**config.mk**
```make
export PLATFORM = sky130hd
export DESIGN_NAME = sec_prescaler
export DESIGN_NICKNAME = d
export VERILOG_FILES = /design/src/rtl/sec_prescaler_pkg.sv /design/src/rtl/prescale_ctl.sv /design/src/rtl/prescale_counter.sv /design/src/rtl/prescale_decode.sv /design/src/rtl/sec_prescaler.sv
export SDC_FILE = /design/constraint.sdc
export NUM_CORES = 1
export LEC_CHECK = 0
export ABC_AREA = 0
export BUFFER_PORTS_ARGS = -buffer_cell sky130_fd_sc_hd__buf_2
export CAP_MARGIN = 10
export CORE_MARGIN = 2
export CORE_UTILIZATION = 40
export DETAILED_ROUTE_END_ITERATION = 10
export SLEW_MARGIN = 10
export SYNTH_ARGS = -nofsm -noshare
export SYNTH_HDL_FRONTEND = slang
export SYNTH_HIERARCHICAL = 1
export SYNTH_SLANG_ARGS = --single-unit
```
**constraint.sdc**
```tcl
create_clock -name clk_i -period 2.14 [get_ports clk_i]
set_input_delay 0.428 -clock clk_i [delete_from_list [all_inputs] [get_ports clk_i]]
set_output_delay 0.428 -clock clk_i [all_outputs]
set_load 0.1 [all_outputs]
```
**src/rtl/sec_prescaler_pkg.sv**
```systemverilog
package sec_prescaler_pkg;
  // Width of a counter holding 0 .. ratio-1, never less than one bit
  function automatic int unsigned count_width(input int unsigned ratio);
    int unsigned w;
    w = 1;
    while ((32'd1 << w) < ratio) w++;
    return w;
  endfunction

  typedef enum logic [1:0] {
    CTL_RESET = 2'd0,
    CTL_CLEAR = 2'd1,
    CTL_HOLD  = 2'd2,
    CTL_STEP  = 2'd3
  } ctl_e;
endpackage

```
**src/rtl/prescale_ctl.sv**
```systemverilog
module prescale_ctl
  import sec_prescaler_pkg::*;
(
  input  logic rst_n_i,
  input  logic clr_n_i,
  input  logic strobe_i,
  output ctl_e ctl_o,
  output logic active_o
);
  // Priority: reset, then clear, then strobe
  always_comb begin
    if (!rst_n_i)      ctl_o = CTL_RESET;
    else if (!clr_n_i) ctl_o = CTL_CLEAR;
    else if (strobe_i) ctl_o = CTL_STEP;
    else               ctl_o = CTL_HOLD;
  end

  assign active_o = rst_n_i && clr_n_i;
endmodule

```
**src/rtl/prescale_counter.sv**
```systemverilog
module prescale_counter
  import sec_prescaler_pkg::*;
#(
  parameter int unsigned DIV_RATIO = 32768,
  localparam int unsigned CNT_W = count_width(DIV_RATIO)
) (
  input  logic             clk_i,
  input  logic             rst_n_i,
  input  ctl_e             ctl_i,
  output logic [CNT_W-1:0] count_o,
  output logic             at_last_o
);
  localparam logic [CNT_W-1:0] LAST = CNT_W'(DIV_RATIO - 1);

  assign at_last_o = (count_o == LAST);

  always_ff @(posedge clk_i) begin
    unique case (ctl_i)
      CTL_RESET, CTL_CLEAR: count_o <= '0;
      CTL_STEP:  count_o <= at_last_o ? '0 : count_o + 1'b1;
      default:   count_o <= count_o;
    endcase
  end


  reset_zero_chk: assert property (@(posedge clk_i)
    (ctl_i == CTL_RESET) |=> (count_o == '0));


  clear_zero_chk: assert property (@(posedge clk_i) disable iff (!rst_n_i)
    (ctl_i == CTL_CLEAR) |=> (count_o == '0));


  hold_chk: assert property (@(posedge clk_i) disable iff (!rst_n_i)
    (ctl_i == CTL_HOLD) |=> $stable(count_o));


  wrap_chk: assert property (@(posedge clk_i) disable iff (!rst_n_i)
    (ctl_i == CTL_STEP && at_last_o) |=> (count_o == '0));
endmodule

```
**src/rtl/prescale_decode.sv**
```systemverilog
module prescale_decode
  import sec_prescaler_pkg::*;
#(
  parameter int unsigned DIV_RATIO = 32768,
  localparam int unsigned CNT_W = count_width(DIV_RATIO)
) (
  input  logic             clk_i,
  input  logic             rst_n_i,
  input  logic             active_i,
  input  logic             strobe_i,
  input  logic             at_last_i,
  input  logic [CNT_W-1:0] count_i,
  output logic             tick_o,
  output logic             square_o
);
  localparam logic [CNT_W-1:0] HALF = CNT_W'(DIV_RATIO / 2);

  assign tick_o   = active_i && strobe_i && at_last_i;
  assign square_o = active_i && (count_i >= HALF);


  tick_single_chk: assert property (@(posedge clk_i) disable iff (!rst_n_i)
    tick_o |=> !tick_o);


  square_rise_chk: assert property (@(posedge clk_i) disable iff (!rst_n_i)
    $rose(square_o) |-> (count_i == HALF));
endmodule

```
**src/rtl/sec_prescaler.sv**
```systemverilog
module sec_prescaler
  import sec_prescaler_pkg::*;
#(
  parameter int unsigned DIV_RATIO = 32768
) (
  input  logic clk_i,
  input  logic rst_n_i,
  input  logic clr_n_i,
  input  logic strobe_i,
  output logic tick_o,
  output logic square_o
);
  localparam int unsigned CNT_W = count_width(DIV_RATIO);


  initial ratio_even_chk: assert (DIV_RATIO >= 2 && DIV_RATIO % 2 == 0);

  ctl_e             ctl;
  logic             active;
  logic [CNT_W-1:0] count;
  logic             at_last;

  prescale_ctl ctl_i (
    .rst_n_i  (rst_n_i),
    .clr_n_i  (clr_n_i),
    .strobe_i (strobe_i),
    .ctl_o    (ctl),
    .active_o (active)
  );

  prescale_counter #(.DIV_RATIO(DIV_RATIO)) cnt_i (
    .clk_i     (clk_i),
    .rst_n_i   (rst_n_i),
    .ctl_i     (ctl),
    .count_o   (count),
    .at_last_o (at_last)
  );

  prescale_decode #(.DIV_RATIO(DIV_RATIO)) dec_i (
    .clk_i     (clk_i),
    .rst_n_i   (rst_n_i),
    .active_i  (active),
    .strobe_i  (strobe_i),
    .at_last_i (at_last),
    .count_i   (count),
    .tick_o    (tick_o),
    .square_o  (square_o)
  );


  tick_gated_chk: assert property (@(posedge clk_i)
    (!rst_n_i || !clr_n_i) |-> (!tick_o && !square_o));
endmodule

```
Word level (Yosys, flattened, before mapping)
Cells that the tools add are included.
{"block": "op_classes", "add_sub_neg": 1, "order_cmp": 1, "reduce_logical": 7, "n_eq_ne": 3, "n_mux": 5}
{"operator": "15-bit one-hot mux with 2 select lines", "n": 1}
{"operator": "15-bit by 1-bit adder with 15-bit output, second input constant", "n": 1}
{"operator": "15-bit equality test, second input constant", "n": 1}
{"operator": "15-bit >= comparator, second input constant", "n": 1}
{"operator": "15-bit two-way mux", "n": 1}
{"operator": "1-bit logical AND", "n": 4}
{"operator": "2-bit two-way mux", "n": 2}
{"operator": "2-bit by 1-bit equality test with 1-bit output, second input constant", "n": 1}
{"operator": "2-bit equality test, second input constant", "n": 1}
{"operator": "2-bit logical NOT", "n": 1}
{"operator": "2-bit nonzero test", "n": 1}
{"operator": "2-bit OR reduction", "n": 1}
{"operator": "1-bit two-way mux", "n": 1}
{"block": "totals", "input_bits": 4, "reg_bits": 15, "out_inout_bits": 2, "elab_cells": 18}

Longest topological paths before layout
Gate-level depths: netlist of the first run.
{"block": "depth", "depth_word": 6, "mapped_depth": 6, "depth_no_buf": 5}

Hierarchy
Netlist of the first run, hierarchy kept.
{"module": "prescale_counter", "area_per_inst_um2": 829.5, "instances": 1, "cells_per_inst": 72, "seq_area_each_um2": 450.4}
{"module": "prescale_ctl", "area_per_inst_um2": 25.0, "instances": 1, "cells_per_inst": 4, "seq_area_each_um2": 0.0}
{"module": "prescale_decode", "area_per_inst_um2": 12.5, "instances": 1, "cells_per_inst": 2, "seq_area_each_um2": 0.0}

Worst setup path before layout of the first run
Ideal clock, no wire load.
{"block": "synth_path", "path_type": "reg2out", "from": "reg cnt_i.count_o[0]", "to": "out tick_o", "setup_slack_ps": -117, "n_path_buf": 0, "arrival_time_ps": 1829, "stages_incl_launch_ff": 5, "required_ps": 1712, "cell_sequence": "edfxtp_1 > ha_1 > nand3_2 > nor4_4 > and3_1"}
{"block": "synth_between", "elab_chain_cells": 2}
{"element": "start, declared", "line_no": "prescale_counter.sv:10", "source": "output logic [CNT_W-1:0] count_o,"}
{"element": "start signal, assigned", "line_no": "prescale_counter.sv:20", "source": "CTL_STEP: count_o <= at_last_o ? '0 : count_o + 1'b1;"}
{"element": "start signal, assigned", "line_no": "prescale_counter.sv:21", "source": "default: count_o <= count_o;"}
{"element": "15-bit equality test", "line_no": "prescale_counter.sv:15", "source": "assign at_last_o = (count_o == LAST);"}
{"element": "net at_last", "line_no": "sec_prescaler.sv:21", "source": "logic at_last;"}
{"element": "1-bit logical AND", "line_no": "prescale_decode.sv:18", "source": "assign tick_o = active_i && strobe_i && at_last_i;"}
{"element": "end, declared", "line_no": "sec_prescaler.sv:10", "source": "output logic tick_o,"}
The timed path passes the listed nets, and every way through them passes these cells.

Worst setup path after layout of the first run
{"block": "layout_path", "from": "reg cnt_i.count_o[4]", "to": "out tick_o"}
The elaborated chain is that of the path after synthesis.

==> impl_metrics.yaml, run 1 <==
global_route:
  initial_antenna_violation_count: 0
  grt_pass1_wl_um: 2480
  first_global_vias: 574
  grt_max_degree: 14
  grt-ovfl-total: 0
  overall_routing_resource_usage: 0.131
synthesis:
  synth.ff_latch_count: 15
  ys_warn_count: 6
  synth.cell_area_um2: 867
  syn-instance-count: 78
  synth_sequential_area_ratio: 0.519
  synth.distinct_cells: 24
  avgSynthCellArea_um2: 11.1
  postSynthNetCount: 83
final_layout:
  synthToLayoutAreaGrowth_pct: 18.0
  top_reg_by_flops: "cnt_i/count_o"
  multiInputGateArea_um2: 390
  antenna_cells_inserted: 0
  layout.cells.most_common_list: "nor2_1, edfxtp_1, xnor2_1, buf_4, nand2_1"
  stdcell_count: 121
  layout_commonest_cell: "nor2_1"
  largest_reg_flops: 15
  stdcell_area_um2: 1020
  drive_gt1_frac: 0.255
  storage_element_area_um2: 450
  largest_registers: "cnt_i/count_o x15"
  finalNetCount: 100
  final.fill_count: 191
placed_design:
  gp_congestion: 0.790
  detailed_place.area_um2: 938
  dp_hpwl_um: 1030
  portBuffers: 5
  dpl.cell_count: 110
floorplanning:
  die_width_um: 50.6
  boundaryPins: 6
  die_height_um: 50.6
  initial_utilization: 0.433
  dieArea_um2: 2560
  placeableCoreArea_um2: 2000
  rows: 16
clocking:
  holdBufCountCts: 0
  max_root_sink_buffers: 2
  clock_root_buffer: "clkbuf_4"
  clkSlewWorstSetupHoldPaths_ps: 90
  number_of_h_tree_levels: 1
  worstSkewPairLatency_ps: 280
  numCtsBuffers: 3
  tritoncts: "built"
  numClockSinks: 15
sta:
  skew_ps: 1.49
  timing_max_transition_violations_final: 0
  fin_worst_hold_slack_ps: 618
  final_min_period_over_clock_period: 0.963
  worst_case_headroom_to_the_max_slew_limit: 0.675
  timing.fmax_mhz: 485
  hold_viol: 0
  tightest_slew_ps: 490
  totalNegativeSetupSlack_ps: 0
  finalCriticalPeriod_ps: 2060
  report.final.setup_viol: 0
drt:
  per_cell_routed_wire_length_um: 12.5
  finalWirelength_um: 1520
  drtIter0Drc: 13
  firstDrtPassIters: 4
  via_count: 592
  post-route-drc-count: 0
  number_of_nets_with_antenna_violations_after_detailed_routing: 0
  route.detailed.vias_per_inst: 4.89
pwr:
  total_power_uw: 562
  power_per_cell_area_nw_per_um2: 549
  worst_ir_drop_on_vdd_mv: 0.326
  leakage_nw: 0.362
setup_path:
  worst_setup_path_start_kind: "register"
  timing.setup.critical_path_class: "register to output pin"
  critPathCaptureType: "output pin"
  crit_path_max_fanout: 8
  worst_ep_arrival_time_ps: 1630
  cp_data_required_time_ps: 1710
run:
  max_cap_violations: 0
min_path:
  hold_path.class: "primary input to register"
outcome:
  outcome: "finished clean"
## report_power, final
group,internal (mW),leakage (nW),total (mW),switching [mW]
registers,0.338,0.173,0.355,0.0169
clock network,0.0722,0.0150,0.163,0.0904
logic,0.0210,0.175,0.0442,0.0232
total,0.432,0.362,0.562,0.130
## worst max-delay path: stages (launching register included)
cell,delay (ps)
edfxtp_1,440
nand4_4,200
nor4_4,310
and3_4,230
buf_12,170
## metal layers
layer	global-route usage	vias to the layer above	wire length [µm]
li1	-	303	-
met1	0.157	286	741
met2	0.226	3	760
met3	0.0268	0	15
met4	0.0586	0	0
met5	0	-	0
## Yosys cell counts, drive strengths merged
master  instances  area share
nor4            2       0.032
a21boi          1      0.0087
xnor2           9       0.091
and2            2       0.014
and4            1       0.010
nand2           5       0.022
or2             1      0.0072
and3            1      0.0072
nor3            2       0.012
edfxtp         15        0.52
nand2b          1      0.0072
xor2            4       0.040
buf             2       0.022
nor3b           2       0.017
nand3           4       0.029
nor4b           1       0.017
inv             4       0.017
nor2           17       0.074
ha              1       0.014
nand4           3       0.039
## final cells by class
class | count | area share
well taps | 27 | 0.0330
inverters | 4 | 0.0147
flip-flops and latches | 15 | 0.440
clock buffers | 4 | 0.0257
multi-input cells | 57 | 0.381
repair buffers | 14 | 0.105
## final timing paths
kind	slack [ps]	end	from	depth (start not counted)
worst max-delay path	80	tick_o	cnt_i/count_o[4]	4
worst min-delay path	620	cnt_i/count_o[12]	clr_n_i	4
worst max register to register	420	cnt_i/count_o[14]	cnt_i/count_o[8]	6
worst min register to register	640	cnt_i/count_o[11]	cnt_i/count_o[11]	2
## stage by stage
stage               utilization  setup WS [ps]
finish                    0.511           80.2
global route              0.511          -1.10
CTS                       0.486           2.57
detailed placement        0.469            291
global placement          0.469            335
floorplan                     -            165
## timing repair
action                                  CTS  global route
pin swaps                                 0             2
setup buffers                             1             6
endpoints found under the hold margin     0             0
endpoints found under the setup margin    1             1
gates resized for setup                   0             2
## cell families after synthesis
family | after synthesis | synth area share
AO/OA/AOI/OAI | 1 | 0.00866
XOR/XNOR | 13 | 0.131
adder cells (fa/ha/maj) | 1 | 0.0144
buffers and inverters | 6 | 0.0390
flip-flops | 15 | 0.519
AND/OR/NAND/NOR | 42 | 0.287
Power figures use the tool's default switching activity.
==> inputs of run 2 (changes only) <==
--- a/config.mk
+++ b/config.mk
@@ -9,8 +9,10 @@
 export BUFFER_PORTS_ARGS = -buffer_cell sky130_fd_sc_hd__buf_2
 export CAP_MARGIN = 10
 export CORE_MARGIN = 2
-export CORE_UTILIZATION = 40
+export CORE_UTILIZATION = 57
 export DETAILED_ROUTE_END_ITERATION = 10
+export PLACE_DENSITY = 0.76
+export REMOVE_ABC_BUFFERS = 1
 export SLEW_MARGIN = 10
 export SYNTH_ARGS = -nofsm -noshare
 export SYNTH_HDL_FRONTEND = slang
==> run 2 against run 1 <==
Net effect:
- setup slack worse by 14 ps
- sequential share of layout area up 2.3 points
- first-iteration DRC count down 23%
- via count down 6.6%
- cell count down 13%
- die area down 28%
- critical path type unchanged
==> impl_metrics.yaml, run 2 (synthesis results as in run 1) <==
outcome:
  outcome: "finished clean"
setup_path:
  worstReg2RegStart: "cnt_i/count_o[0]"
  cp_data_required_time_ps: 1710
  critPathCaptureType: "output pin"
  crit_slowest_cell: "edfxtp_1"
  timing.setup.critical_path_class: "register to output pin"
  rr_worst_depth: 6
  timing.critical_path.slowest_cell_delay_ps: 470
  crit_path_max_fanout: 8
  worst_ep_arrival_time_ps: 1650
  worst_setup_path_start_kind: "register"
  critical_path.cell_chain: "nand4_4 -> nor4_4 -> and3_4 -> buf_12"
  regToRegEndpoint: "cnt_i/count_o[14]"
  setup.reg_to_reg.worst_slack_ps: 440
sta:
  report.final.setup_viol: 0
  skew_ps: 1.43
  finalCriticalPeriod_ps: 2070
  tightest_slew_ps: 482
  hold_viol: 0
  layout_setup_ws_ps: 66.4
  totalNegativeSetupSlack_ps: 0
  timing.fmax_mhz: 482
  fin_worst_hold_slack_ps: 617
  timing_max_transition_violations_final: 0
  final_min_period_over_clock_period: 0.969
  worst_case_headroom_to_the_max_slew_limit: 0.681
floorplanning:
  die_height_um: 43
  dieArea_um2: 1850
  rows: 14
  boundaryPins: 6
  initial_utilization: 0.589
  die_width_um: 43
  placeableCoreArea_um2: 1470
final_layout:
  synthToLayoutAreaGrowth_pct: 12.3
  finalNetCount: 95
  largest_reg_flops: 15
  stdcell_area_um2: 973
  antenna_cells_inserted: 0
  layout_commonest_cell: "nor2_1"
  largest_registers: "cnt_i/count_o x15"
  top_reg_by_flops: "cnt_i/count_o"
  layout.cells.most_common_list: "nor2_1, edfxtp_1, xnor2_1"
  finish.utilization: 0.662
  stdcell_count: 105
  drive_gt1_frac: 0.225
pwr:
  power_per_cell_area_nw_per_um2: 566
  total_power_uw: 551
  worst_ir_drop_on_vdd_mv: 0.418
  leakage_nw: 0.341
global_route:
  grt-ovfl-total: 0
  grt_pass1_wl_um: 2100
  grt_max_degree: 14
  initial_antenna_violation_count: 0
  first_global_vias: 502
  overall_routing_resource_usage: 0.155
placed_design:
  dpl.cell_count: 99
  portBuffers: 5
  detailed_place.area_um2: 923
  gp_congestion: 0.712
  post-place-ws_ps: 311
  dp_hpwl_um: 935
clocking:
  numCtsBuffers: 3
  tritoncts: "built"
  clock_root_buffer: "clkbuf_4"
  holdBufCountCts: 0
  clkSlewWorstSetupHoldPaths_ps: 90
  numClockSinks: 15
  worstSkewPairLatency_ps: 270
  max_root_sink_buffers: 2
  number_of_h_tree_levels: 1
min_path:
  timing.hold.worst_path_depth: 4
  holdCritStartpoint: "clr_n_i"
  hold-path-endpoint: "cnt_i/count_o[14]"
  hold_path.class: "primary input to register"
drt:
  post-route-drc-count: 0
  route.detailed.vias_per_inst: 5.27
  drtIter0Drc: 10
  per_cell_routed_wire_length_um: 12.3
  firstDrtPassIters: 4
  finalWirelength_um: 1290
  via_count: 553
  number_of_nets_with_antenna_violations_after_detailed_routing: 0
run:
  max_cap_violations: 0
## run 2: cell types whose count changed in the layout (fill, tap and decap cells not counted), sizes merged
cell    previous run  this run
buf               14         9
clkbuf             4         3
clkinv             0         1
## run 2: final cells by class
cell class              instances  area [µm²]
multi-input cells              57         390
flip-flops and latches         15         450
clock inverters                 1        5.00
well taps                      16        20.0
repair buffers                  9        70.1
fillers                       124         498
clock buffers                   3        22.5
inverters                       4        15.0
## run 2: worst max path at each step
stage	from	depth (start not counted)	to
after floorplan	cnt_i/count_o[0]	4	tick_o
after global placement	cnt_i/count_o[0]	5	tick_o
after detailed placement	cnt_i/count_o[0]	5	tick_o
after CTS	cnt_i/count_o[0]	5	tick_o
after global routing	cnt_i/count_o[4]	4	tick_o
final	cnt_i/count_o[4]	4	tick_o
## run 2: worst max-delay path: cells and delay by family, from the launching register on
| kind | cells | cell delay [ps] |
|---|---|---|
| buf+inv | 1 | 170 |
| flops | 1 | 470 |
| simple gates | 3 | 740 |
## run 2: power breakdown
part | leakage [nW] | switching (mW) | internal [mW] | total (mW)
clock | 0.0177 | 0.0879 | 0.0692 | 0.157
combinational | 0.151 | 0.0211 | 0.0172 | 0.0383
sequential | 0.173 | 0.0171 | 0.338 | 0.356
total | 0.341 | 0.126 | 0.425 | 0.551
## run 2: repair_timing
item                       in CTS  in global routing
pin swaps                       0                  3
setup buffers                   0                  2
resized for setup               1                  1
setup endpoints to repair       1                  1
## run 2: routing by layer
layer	track usage	vias to the layer above	share of wire
li1	-	293	-
met1	0.209	250	0.51
met2	0.242	8	0.46
met3	0.0255	2	0.022
met4	0.0727	0	0.0077
met5	0	-	0
